===== src/rtl/spi_seq_pkg.sv =====
package spi_seq_pkg;
  typedef enum logic [2:0] {
    S_IDLE  = 3'd0,
    S_LEAD  = 3'd1,
    S_DRIVE = 3'd2,
    S_CAPT  = 3'd3,
    S_TAIL  = 3'd4
  } seq_state_t;
endpackage


===== src/rtl/spi_half_timer.sv =====
module spi_half_timer #(
  parameter int HALF = 2
) (
  input  logic clk,
  input  logic rst,
  input  logic run,
  output logic tick
);
  localparam int CW = (HALF > 1) ? $clog2(HALF) : 1;

  logic [CW-1:0] cnt;

  assign tick = run && (cnt == CW'(HALF - 1));

  always_ff @(posedge clk) begin
    if (rst || !run) begin
      cnt <= '0;
    end else if (tick) begin
      cnt <= '0;
    end else begin
      cnt <= cnt + 1'b1;
    end
  end
endmodule


===== src/rtl/spi_shift_path.sv =====
module spi_shift_path #(
  parameter int DW = 16,
  parameter int LW = 5
) (
  input  logic          clk,
  input  logic          rst,
  input  logic          load,
  input  logic [DW-1:0] load_word,
  input  logic [LW-1:0] load_len,
  input  logic          advance,
  input  logic          miso,
  output logic          tx_msb,
  output logic          load_msb,
  output logic [DW-1:0] rx_next
);
  logic [DW-1:0] tx_sh;
  logic [DW-1:0] rx_sh;
  logic [DW-1:0] aligned;

  assign aligned  = load_word << (LW'(DW) - load_len);
  assign load_msb = aligned[DW-1];
  assign tx_msb   = tx_sh[DW-1];
  assign rx_next  = {rx_sh[DW-2:0], miso};

  always_ff @(posedge clk) begin
    if (rst) begin
      tx_sh <= '0;
      rx_sh <= '0;
    end else if (load) begin
      tx_sh <= aligned;
      rx_sh <= '0;
    end else if (advance) begin
      tx_sh <= {tx_sh[DW-2:0], 1'b0};
      rx_sh <= rx_next;
    end
  end
endmodule


===== src/rtl/spi_frame_master.sv =====
module spi_frame_master #(
  parameter int DW      = 16,
  parameter int CLK_DIV = 4,
  parameter int MIN_LEN = 4
) (
  input  logic                     clk,
  input  logic                     rst,
  input  logic                     enable,
  input  logic                     cpol,
  input  logic [$clog2(DW+1)-1:0]  word_len,
  input  logic                     tx_valid,
  input  logic [DW-1:0]            tx_data,
  output logic                     tx_ready,
  output logic                     rx_valid,
  output logic [DW-1:0]            rx_data,
  output logic                     busy,
  output logic                     sclk,
  output logic                     fss_n,
  output logic                     mosi,
  input  logic                     miso
);
  import spi_seq_pkg::*;

  localparam int LW   = $clog2(DW + 1);
  localparam int HALF = CLK_DIV / 2;

  seq_state_t    state;
  logic [LW-1:0] len_q;
  logic [LW-1:0] len_eff;
  logic [LW-1:0] bits_left;
  logic          pol_q;
  logic          tick;
  logic          last_bit;
  logic          word_end;
  logic          start;
  logic          chain;
  logic          load;
  logic [LW-1:0] ld_len;
  logic          advance;
  logic          tx_msb;
  logic          load_msb;
  logic [DW-1:0] rx_next;

  always_comb begin
    if (word_len < LW'(MIN_LEN)) begin
      len_eff = LW'(MIN_LEN);
    end else if (word_len > LW'(DW)) begin
      len_eff = LW'(DW);
    end else begin
      len_eff = word_len;
    end
  end

  assign last_bit = (bits_left == '0);
  assign word_end = (state == S_CAPT) && tick && last_bit;
  assign tx_ready = enable && ((state == S_IDLE) || word_end);
  assign start    = (state == S_IDLE) && tx_ready && tx_valid;
  assign chain    = word_end && tx_ready && tx_valid;
  assign load     = start || chain;
  assign ld_len   = (state == S_IDLE) ? len_eff : len_q;
  assign advance  = (state == S_DRIVE) && tick;

  spi_half_timer #(.HALF(HALF)) u_timer (
    .clk  (clk),
    .rst  (rst),
    .run  (state != S_IDLE),
    .tick (tick)
  );

  spi_shift_path #(.DW(DW), .LW(LW)) u_path (
    .clk       (clk),
    .rst       (rst),
    .load      (load),
    .load_word (tx_data),
    .load_len  (ld_len),
    .advance   (advance),
    .miso      (miso),
    .tx_msb    (tx_msb),
    .load_msb  (load_msb),
    .rx_next   (rx_next)
  );

  always_ff @(posedge clk) begin
    if (rst) begin
      state     <= S_IDLE;
      sclk      <= 1'b0;
      fss_n     <= 1'b1;
      mosi      <= 1'b0;
      busy      <= 1'b0;
      rx_valid  <= 1'b0;
      rx_data   <= '0;
      len_q     <= LW'(MIN_LEN);
      bits_left <= '0;
      pol_q     <= 1'b0;
    end else begin
      rx_valid <= 1'b0;
      case (state)
        S_IDLE: begin
          sclk <= cpol;
          mosi <= 1'b0;
          if (start) begin
            state <= S_LEAD;
            fss_n <= 1'b0;
            busy  <= 1'b1;
            len_q <= len_eff;
            pol_q <= cpol;
          end
        end
        S_LEAD: begin
          if (tick) begin
            state     <= S_DRIVE;
            sclk      <= ~pol_q;
            mosi      <= tx_msb;
            bits_left <= len_q - 1'b1;
          end
        end
        S_DRIVE: begin
          if (tick) begin
            state <= S_CAPT;
            sclk  <= pol_q;
            if (last_bit) begin
              rx_valid <= 1'b1;
              rx_data  <= rx_next;
            end
          end
        end
        S_CAPT: begin
          if (tick) begin
            if (!last_bit) begin
              state     <= S_DRIVE;
              sclk      <= ~pol_q;
              mosi      <= tx_msb;
              bits_left <= bits_left - 1'b1;
            end else if (chain) begin
              state     <= S_DRIVE;
              sclk      <= ~pol_q;
              mosi      <= load_msb;
              bits_left <= len_q - 1'b1;
            end else begin
              state <= S_TAIL;
            end
          end
        end
        S_TAIL: begin
          if (tick) begin
            state <= S_IDLE;
            fss_n <= 1'b1;
            busy  <= 1'b0;
            mosi  <= 1'b0;
          end
        end
        default: state <= S_IDLE;
      endcase
    end
  end
endmodule


===== config.mk =====
export PLATFORM = sky130hd
export DESIGN_NAME = spi_frame_master
export DESIGN_NICKNAME = d
export VERILOG_FILES = /design/src/rtl/spi_seq_pkg.sv /design/src/rtl/spi_half_timer.sv /design/src/rtl/spi_shift_path.sv /design/src/rtl/spi_frame_master.sv
export SDC_FILE = /design/constraint.sdc
export NUM_CORES = 1
export LEC_CHECK = 0
export ABC_AREA = 0
export BUFFER_PORTS_ARGS = -buffer_cell sky130_fd_sc_hd__buf_4
export CORE_ASPECT_RATIO = 0.6
export CORE_MARGIN = 2
export CORE_UTILIZATION = 50
export CTS_BUF_LIST = sky130_fd_sc_hd__clkbuf_16
export DETAILED_ROUTE_END_ITERATION = 8
export PLACE_DENSITY = 0.76
export SETUP_SLACK_MARGIN = 0.02
export SLEW_MARGIN = 20
export SYNTH_ARGS = -nofsm -noshare
export SYNTH_HDL_FRONTEND = slang
export SYNTH_SLANG_ARGS = --single-unit

===== constraint.sdc =====
create_clock -name clk -period 4.8 [get_ports clk]
set_input_delay 1.2 -clock clk [delete_from_list [all_inputs] [get_ports clk]]
set_output_delay 1.2 -clock clk [all_outputs]
set_load 0.05 [all_outputs]

==> results by group <==
Global routing
  – Met2 Usage GRT: 35.8%
  – Congestion Overflow GR: 0
  – First-pass GRT wire length: 16000 um
  – Largest net degree at the start of global routing: 50
  – Vias in the first global route: 3236
  – GR Layer Usage met3: 6.42%
  – Initial antenna violation count: 0
  – GRT busiest layer: met1
  – Met1 Use GR: 36.0%
  – GRT Overall Usage: 24.6%

Synth
  – Yosys Warn Count: 0
  – Seq/Total Area, Yosys: 36.4%
  – Synthesized area per cell: 7.89 um2
  – Ys flop type: dfxtp_1
  – Commonest cells in the netlist: nand2_1, dfxtp_1, a21oi_1, nor2_1
  – Synth area leader: dfxtp_1
  – Mapped Cells: 467
  – Mapped Area: 3690 um2
  – Net Count, Synth: 498
  – Cell variety after synth: 55
  – Top-count cell post-synth: nand2_1
  – Largest cells by area after synthesis: dfxtp_1, nand2_1, a21oi_1
  – Ys async rst share: 0%
  – EDFF count, synth: 0
  – Yosys top cell area share: 36.4%
  – Yosys reg bits: 67

STA
  – Worst rel slew slack: 28.5%
  – RSZ-0062 raised after global routing: no
  – FMAX: 268 MHz
  – Tcrit/Tclk final: 77.7%
  – Slew Limit Fails: 0
  – Fin. Hold Viols: 0
  – Clk_skew: 6.84 ps
  – Final min period: 3730 ps
  – Worst Tran Pin Value: 1070 ps
  – TNS Setup: 0 ps
  – Final-report setup violation count: 0

Clocking
  – Post_cts resized: 0
  – Clk sinks: 67
  – Cts hold-fix bufs: 0
  – Clk pin slew, worst setup/hold paths: 50 ps
  – H-tree depth: 3
  – Clk root buf: clkbuf_16
  – CTS tree: built
  – Post-CTS Setup Repair Bufs: 0
  – Clock Latency Late Sink: 320 ps
  – TritonCTS buffer count: 9
  – CTS Buffer Depth: 2

Placed design
  – Post-detail-place hpwl: 6610 um
  – Placed Cells: 581
  – Buffers added on ports: 48
  – Placer Congestion: 0.901
  – Dpl cell area: 4070 um2

Job
  – Max_cap viols: 0

Critical path
  – Critical path fanouts, max: 11
  – Crit Path Category: in -> reg
  – Critical path buffer and inverter count: 2
  – Max stage delay on crit path: 590 ps
  – Startpoint Class: input port
  – Critical Path Sink Type: flop
  – Worst EP required: 5030 ps
  – Arr. time, crit path: 3960 ps
  – Critical-path cell list: buf_4 > o21bai_1 > o31ai_4 > inv_2 > ha_1 > and2_1 > o311ai_0 > o311ai_4 > mux2i_1 > o41a_1 > a311oi_1
  – Slowest CP cell: ha_1
  – Critical path depth: 11
  – R2R depth: 10
  – CP top delay family: compound AO/OA/AOI/OAI gates

Routing
  – First drt pass iteration count: 5
  – Initial drt markers: 306
  – Routed length per instance: 15.7 um
  – Post-route ant nets: 0
  – Drc violations: 0
  – DR vias/cell: 5.89
  – Vias: 3519
  – Post-Route WL: 9390 um

Final layout
  – Ant. Diodes: 0
  – Fin util: 60.4%
  – Synth-to-layout area growth: 18.1%
  – Fill cells: 638
  – Layout cells sized above 1: 16.0%
  – Final nets: 532
  – Finished Cell Area: 4350 um2
  – Fin cells: 597

Min path
  – Hold Path Depth: 2
  – Hold crit path type: reg -> reg

Power and ir drop
  – Power Density: 338 nW/um2
  – Worst vdd ir: 191 uV
  – Post-layout power: 0.00147 W
  – P_leak: 1.61 nW

Floorplanning
  – Core box area: 7210 um2
  – Die height: 70.5 um
  – Num ports: 49
  – Rows: 24
  – Initial core utilization: 51.1%
  – Die Span X: 115 um
  – Die Footprint: 8100 um2

Status
  – Status: finished, final reports clean
[routing by layer]
layer  wire length (um)  up-vias
li1                   -     1736
met1               4420     1635
met2               4230      136
met3                648       12
met4                 95        0
met5                  0        -
[path summary, 6_finish.rpt]
check / from / endpoint / slack, ps
setup reg to reg: state[2] / u_path.tx_sh[14] / 1190
setup / recovery: word_len[4] / u_path.tx_sh[14] / 1070
hold / removal: rx_data[3] / rx_data[3] / 450
hold reg to reg: rx_data[3] / rx_data[3] / 450
[where the power goes]
part	switching, W	internal, W
Sequential	0.0000157	0.000574
Combinational	0.000156	0.000115
Clock	0.000221	0.000390
Total	0.000393	0.00108
[area by class of cell]
cell class | instances | area [um2] | area share, %
multi-input combinational | 359 | 2180 | 50.1
sequential | 67 | 1340 | 30.8
timing repair buffer | 53 | 398 | 9.14
clock buffer | 9 | 225 | 5.18
tap | 91 | 114 | 2.62
clock inverter | 7 | 52.6 | 1.21
inverter | 11 | 41.3 | 0.949
[cell families after synthesis]
family | count (synthesis) | synth area share (%)
and+or+nand+nor | 198 | 23.5
AOI/OAI and AO/OA | 129 | 22.2
DFF | 67 | 36.4
buffers and inverters | 41 | 4.62
muxes | 23 | 10.7
xor gates and xnor gates | 5 | 1.19
adders and majority gates | 4 | 1.36
[worst reg2reg max path, cell delays in order, from the launching register on]
cell      delay, ps
dfxtp_1         520
or3_1           620
o31ai_4         260
inv_2           150
ha_1            590
and2_1          200
o311ai_0        190
o311ai_4        200
mux2i_1         170
o41a_1          330
a311oi_1        270
[placed cells by master, fill, tap and decap left out, types with 10 or more instances in the layout]
master	n
inv_1	13
a21oi_1	54
nand2_1	101
nor3_1	14
o21ai_0	24
nand3_1	11
buf_4	53
nor2_1	41
dfxtp_1	67
a211oi_1	10
[metrics by stage]
stage               hold slack, ps  worst slack [ps]
floorplan                      432               746
global placement               447               886
detailed placement             448               742
CTS                            455              1080
global route                   471               846
finish                         453              1070
[state kept, by name, indices dropped and copies added, names as in the netlist]
register	count
pol_q	1
sclk	1
u_path.rx_sh	15
fss_n	1
bits_left	5
state	3
busy	1
u_path.tx_sh	16
u_timer.cnt	1
len_q	5
mosi	1
rx_valid	1
rx_data	16
No activity file was read; power rests on OpenSTA's default activity.
